==> src/rtl/vcm_pkg.sv <==
package vcm_pkg;

  // single-bit full adder, sum output
  function automatic logic fa_sum(input logic x, input logic y, input logic ci);
    return x ^ y ^ ci;
  endfunction

  // single-bit full adder, carry output
  function automatic logic fa_cry(input logic x, input logic y, input logic ci);
    return (x & y) | (ci & (x ^ y));
  endfunction

  // half adder sum and carry
  function automatic logic ha_sum(input logic x, input logic y);
    return x ^ y;
  endfunction

  function automatic logic ha_cry(input logic x, input logic y);
    return x & y;
  endfunction

endpackage

==> src/rtl/vcm_cell2.sv <==
module vcm_cell2
  import vcm_pkg::*;
(
  input  logic [1:0] a,
  input  logic [1:0] b,
  output logic [3:0] p
);

  // vertical and crosswise bit products
  logic vert_lo, vert_hi, cross_x, cross_y;
  // crosswise sum and its carry, top column sum and its carry
  logic col1_sum, col1_cry, col2_sum, col2_cry;

  assign vert_lo  = a[0] & b[0];
  assign vert_hi  = a[1] & b[1];
  assign cross_x  = a[1] & b[0];
  assign cross_y  = a[0] & b[1];

  assign col1_sum = ha_sum(cross_x, cross_y);
  assign col1_cry = ha_cry(cross_x, cross_y);
  assign col2_sum = ha_sum(vert_hi, col1_cry);
  assign col2_cry = ha_cry(vert_hi, col1_cry);

  assign p = {col2_cry, col2_sum, col1_sum, vert_lo};

  // the four cell bits taken together form the arithmetic product
  always_comb begin
    p_cell_value_r3: assert (p == 4'(a) * 4'(b))
      else $error("cell2 product mismatch");
  end

endmodule

==> src/rtl/vcm_rca.sv <==
module vcm_rca
  import vcm_pkg::*;
#(
  parameter int W = 4
) (
  input  logic [W-1:0] x,
  input  logic [W-1:0] y,
  input  logic         cin,
  output logic [W-1:0] sum,
  output logic         cout
);

  logic [W:0] chain;
  assign chain[0] = cin;

  for (genvar i = 0; i < W; i++) begin : g_bit
    assign sum[i]     = fa_sum(x[i], y[i], chain[i]);
    assign chain[i+1] = fa_cry(x[i], y[i], chain[i]);
  end

  assign cout = chain[W];

endmodule

==> src/rtl/vcm_stage.sv <==
module vcm_stage #(
  parameter int W = 8
) (
  input  logic [W-1:0]   a,
  input  logic [W-1:0]   b,
  output logic [2*W-1:0] p
);

  if (W == 2) begin : g_leaf
    vcm_cell2 u_cell (
      .a (a),
      .b (b),
      .p (p)
    );
  end else begin : g_split
    localparam int H   = W / 2;
    localparam int MW  = W + 1;   // width of the middle sum
    localparam int TW  = 3 * H;   // width of the top merge

    logic [H-1:0] a_lo, a_hi, b_lo, b_hi;
    assign a_lo = a[H-1:0];
    assign a_hi = a[W-1:H];
    assign b_lo = b[H-1:0];
    assign b_hi = b[W-1:H];

    // the four half-width products
    logic [W-1:0] prod_ll, prod_lh, prod_hl, prod_hh;

    vcm_stage #(.W(H)) u_ll (.a(a_lo), .b(b_lo), .p(prod_ll));
    vcm_stage #(.W(H)) u_lh (.a(a_lo), .b(b_hi), .p(prod_lh));
    vcm_stage #(.W(H)) u_hl (.a(a_hi), .b(b_lo), .p(prod_hl));
    vcm_stage #(.W(H)) u_hh (.a(a_hi), .b(b_hi), .p(prod_hh));

    // adder 1: cross products
    logic [W-1:0] cross_sum;
    logic         cross_co;
    vcm_rca #(.W(W)) u_add_cross (
      .x    (prod_lh),
      .y    (prod_hl),
      .cin  (1'b0),
      .sum  (cross_sum),
      .cout (cross_co)
    );

    // adder 2: cross sum plus upper half of lo x lo
    logic [MW-1:0] mid_a, mid_b, mid_sum;
    logic          mid_co;
    assign mid_a = {cross_co, cross_sum};
    assign mid_b = {{(H+1){1'b0}}, prod_ll[W-1:H]};
    vcm_rca #(.W(MW)) u_add_mid (
      .x    (mid_a),
      .y    (mid_b),
      .cin  (1'b0),
      .sum  (mid_sum),
      .cout (mid_co)
    );

    // adder 3: middle sum plus hi x hi shifted by a half width
    logic [TW-1:0] top_a, top_b, top_sum;
    logic          top_co;
    assign top_a = {{(H-1){1'b0}}, mid_sum};
    assign top_b = {prod_hh, {H{1'b0}}};
    vcm_rca #(.W(TW)) u_add_top (
      .x    (top_a),
      .y    (top_b),
      .cin  (1'b0),
      .sum  (top_sum),
      .cout (top_co)
    );

    assign p = {top_sum, prod_ll[H-1:0]};

    always_comb begin
      // the middle merge never spills past its width
      p_mid_fits_r5: assert (mid_co == 1'b0)
        else $error("middle merge carry out at width %0d", W);
      // the final merge never carries out
      p_no_overflow_r6: assert (top_co == 1'b0)
        else $error("top merge carry out at width %0d", W);
      // stage result matches its own operands
      p_stage_product_r7: assert (p == (2*W)'(a) * (2*W)'(b))
        else $error("stage product mismatch at width %0d", W);
    end
  end

endmodule

==> src/rtl/vcm_mult.sv <==
module vcm_mult #(
  parameter int N       = 8,
  parameter bit REG_OUT = 1'b1
) (
  input  logic           clk,
  input  logic           rst_n,
  input  logic [N-1:0]   a,
  input  logic [N-1:0]   b,
  output logic [2*N-1:0] p
);

  localparam int PW = 2 * N;

  logic [PW-1:0] core_p;

  vcm_stage #(.W(N)) u_core (
    .a (a),
    .b (b),
    .p (core_p)
  );

  if (REG_OUT) begin : g_reg
    logic [PW-1:0] p_q;
    always_ff @(posedge clk or negedge rst_n) begin
      if (!rst_n) p_q <= '0;
      else        p_q <= core_p;
    end
    assign p = p_q;

    // registered output is the product of last cycle's operands
    p_reg_latency_r8: assert property (@(posedge clk) disable iff (!rst_n)
      $past(rst_n) |-> (p == PW'($past(a)) * PW'($past(b))))
      else $error("registered product mismatch");
  end else begin : g_comb
    assign p = core_p;

    // unregistered output tracks the operands directly
    always_comb begin
      p_comb_follow_r9: assert (p == PW'(a) * PW'(b))
        else $error("combinational product mismatch");
    end
  end

endmodule

==> config.mk <==
export PLATFORM = sky130hd
export DESIGN_NAME = vcm_mult
export DESIGN_NICKNAME = d
export VERILOG_FILES = /design/src/rtl/vcm_pkg.sv /design/src/rtl/vcm_cell2.sv /design/src/rtl/vcm_rca.sv /design/src/rtl/vcm_stage.sv /design/src/rtl/vcm_mult.sv
export SDC_FILE = /design/constraint.sdc
export NUM_CORES = 1
export LEC_CHECK = 0
export ABC_AREA = 1
export BUFFER_PORTS_ARGS = -buffer_cell sky130_fd_sc_hd__buf_2
export CORE_MARGIN = 2
export CORE_UTILIZATION = 65
export CTS_BUF_LIST = sky130_fd_sc_hd__clkbuf_8
export DETAILED_ROUTE_END_ITERATION = 12
export HOLD_SLACK_MARGIN = 0.12
export PLACE_DENSITY = 0.88
export SLEW_MARGIN = 20
export SYNTH_ARGS = -nofsm -noshare
export SYNTH_HDL_FRONTEND = slang
export SYNTH_SLANG_ARGS = --single-unit
==> constraint.sdc <==
create_clock -name clk -period 1 [get_ports clk]
set_input_delay 0.1 -clock clk [delete_from_list [all_inputs] [get_ports clk]]
set_output_delay 0.1 -clock clk [all_outputs]
set_load 0.02 [all_outputs]
==> reports/qor.txt <==
Initial Util: 0.6643
Crit-path slowest cell: fa_1
synthesized area: 0.002853 mm2
fin. max-slew vios: 0
cell-internal power: 2.912 mW
wire per inst: 14.64 um
VDD IR-drop max: 938.1 uV
Vias: 2,229
antenna violations before repair: 0
number of synthesized register bits: 16
leakage power: 2.231 nW
TritonCTS Buffers: 3
Max Root-Sink Buffers: 2
final hold violations: 0
Final min period: 5.981 ns
CTS sink count: 16
HPWL after DPL: 5029 um
Ports: 34
combinational share of power: 0.727
die width: 70.25 um
postcts setup bufs: 0
vias in the first global route: 2,539
Flop pwr share: 0.189
CP Capture Type: flip-flop
DR vias/cell: 5.054
die span in y: 70.25 um
Worst-path clk slew: 0.05 ns
htree depth: 1
1st-iter DRT viols: 56
RePlAce Congestion: 0.8976
global-route wire length before repair: 11,150 um
Cell variety after synth: 9
most instantiated cells after synthesis: inv_1 (137), nand2_1 (69), ha_1 (61)
final setup margin: -4.981 ns
TNS Setup: -43.22 ns
CTS tree: yes
Req. time, crit path: 1.18 ns
Startpoint Class: primary input
post-synth top area share: 0.2675
most used flip-flop cell after synthesis: dfrtp_1
Max FO, Critical Path: 3
Clock Power Share: 0.084
main area contributors after synthesis: ha_1 (27%), fa_1 (27%), inv_1 (18%)
Min-Delay Path Class: primary input to flip-flop
switching portion of total power: 0.4517
GRT overflow: 0
clock root buffer: clkbuf_8
cell count after synthesis: 346
register area share after synthesis: 0.1404
Syn Nets: 463
# setup viols final: 13
largest area contributor in the netlist: ha_1
drt pass-1 iters: 4
hold_sp: b[0]
most used cell, CP: fa_2
CP Data Arrival Time: 6.16 ns
PwrDens: 1511 mW/mm2
Post-synth ARST share: 1.000
worst slack at placement: -5.324 ns
# rows: 24
Worst Hold Path EP: p[0]$_DFF_PN0_
hold depth: 4
Worst slew margin: 0.7424
maxcap violations: 0
measured slew at the worst slew-check pin: 0.3836 ns
Fmax achieved: 167.2 MHz
max FFs per register: 16
GRT Total Usage: 0.2939
kind of critical path: primary input to flip-flop
Post-synth EDFFs: 0
largest net degree at the start of global routing: 17
setup repair after global routing missed its margin: true
slowest stage delay, CP: 0.52 ns
Final Cycle Share: 5.981
layout cells sized above 1: 0.2648
die area: 0.004935 mm2
WL final: 6456 um
switching power: 2.399 mW
P&R area growth vs syn: 23.20%
# DRC: 0
Design Power: 5.310 mW
IO buf count: 33
core area: 0.004294 mm2
count leader, synth: inv_1
Buffers & Inverters on Critical Path: 7
outcome: complete, but fails checks
Syn Area/Cell: 8.245 um2
ANT cells: 0
critical path's top delay family: adder cells
yosys synthesis warning count: 0
failing checks: setup timing
Final #Nets: 508
Final ANT Viol Nets: 0
-- layout make-up --
| cell class | instances | area [um2] |
|---|---|---|
| timing repair buffer | 56 | 405.4 |
| tap | 52 | 65.06 |
| clock buffer | 3 | 41.29 |
| inverter | 137 | 516.7 |
| multi-input combinational | 177 | 2086 |
| sequential | 16 | 400.4 |
| fill | 248 | 779.5 |
-- routing by layer --
layer,global-route usage,part of all wire,wire (um)
met1,0.3063,0.36,2292
met2,0.5419,0.52,3361
met3,0.03608,0.051,331
met4,0.1987,0.073,471
met5,0,0,0
-- worst min-delay path: stages --
cell and delay, ns:
buf_8 0.09, buf_4 0.13, nand2_1 0.06, inv_1 0.05
-- how the worst max path moves through the flow --
stage	startpoint	endpoint	slack, ns	cells past startpoint
after floorplan	b[0]	p[15]$_DFF_PN0_	-5.09	26
after global placement	b[0]	p[15]$_DFF_PN0_	-5.19	26
after detailed placement	b[0]	p[15]$_DFF_PN0_	-5.32	26
after CTS	b[2]	p[15]$_DFF_PN0_	-5.04	26
after global routing	b[0]	p[15]$_DFF_PN0_	-5.11	27
final	b[2]	p[15]$_DFF_PN0_	-4.98	27
-- timing repair --
item                                   in CTS  in global routing
endpoints found under the hold margin      16                  0
hold buffers                                1                  0
setup endpoints to repair                  14                 14
gates resized for setup                    32                 12
pin swaps                                  23                  7
-- kinds of logic (layout without fill, tap and decap cells) --
| kind of cell | Yosys count | count (layout) | synth area share |
|---|---|---|---|
| adder cells (fa/ha/maj) | 99 | 99 | 0.5342 |
| flip-flops | 16 | 16 | 0.1403 |
| XOR/XNOR | 8 | 8 | 0.02456 |
| AND/OR/NAND/NOR | 70 | 70 | 0.09254 |
| buffers and inverters | 153 | 196 | 0.2083 |
-- layout by cell type (no fill, tap or decap), drive strengths merged --
cell / count
buf: 55
clkbuf: 3
dfrtp: 16
dlygate4sd3: 1
fa: 38
ha: 61
inv: 137
nand2: 69
nand3: 1
xnor2: 3
xor2: 5
-- power by group through the flow --
stage               registers (mW)  clock network [mW]  logic, mW
finish                        1.00               0.445       3.86
global route                  1.02               0.471       4.27
CTS                           1.01               0.454       3.66
detailed placement            1.02                   0       3.50
global placement              1.00                   0       3.22
floorplan                     1.37                   0       2.08
-- stage by stage --
step	instance area, um2	hold slack, ns	std cells	util
2_1_floorplan	3003	-0.1956	346	-
3_5_place_dp	3261	0.01299	437	0.7593
5_1_grt	3515	0.2346	441	0.8185
4_1_cts	3481	0.2035	441	0.8106
6_report	3515	0.2118	441	0.8185
3_3_place_gp	3261	0.004184	437	0.7593
Note: power is estimated with default switching activity, not from simulation.
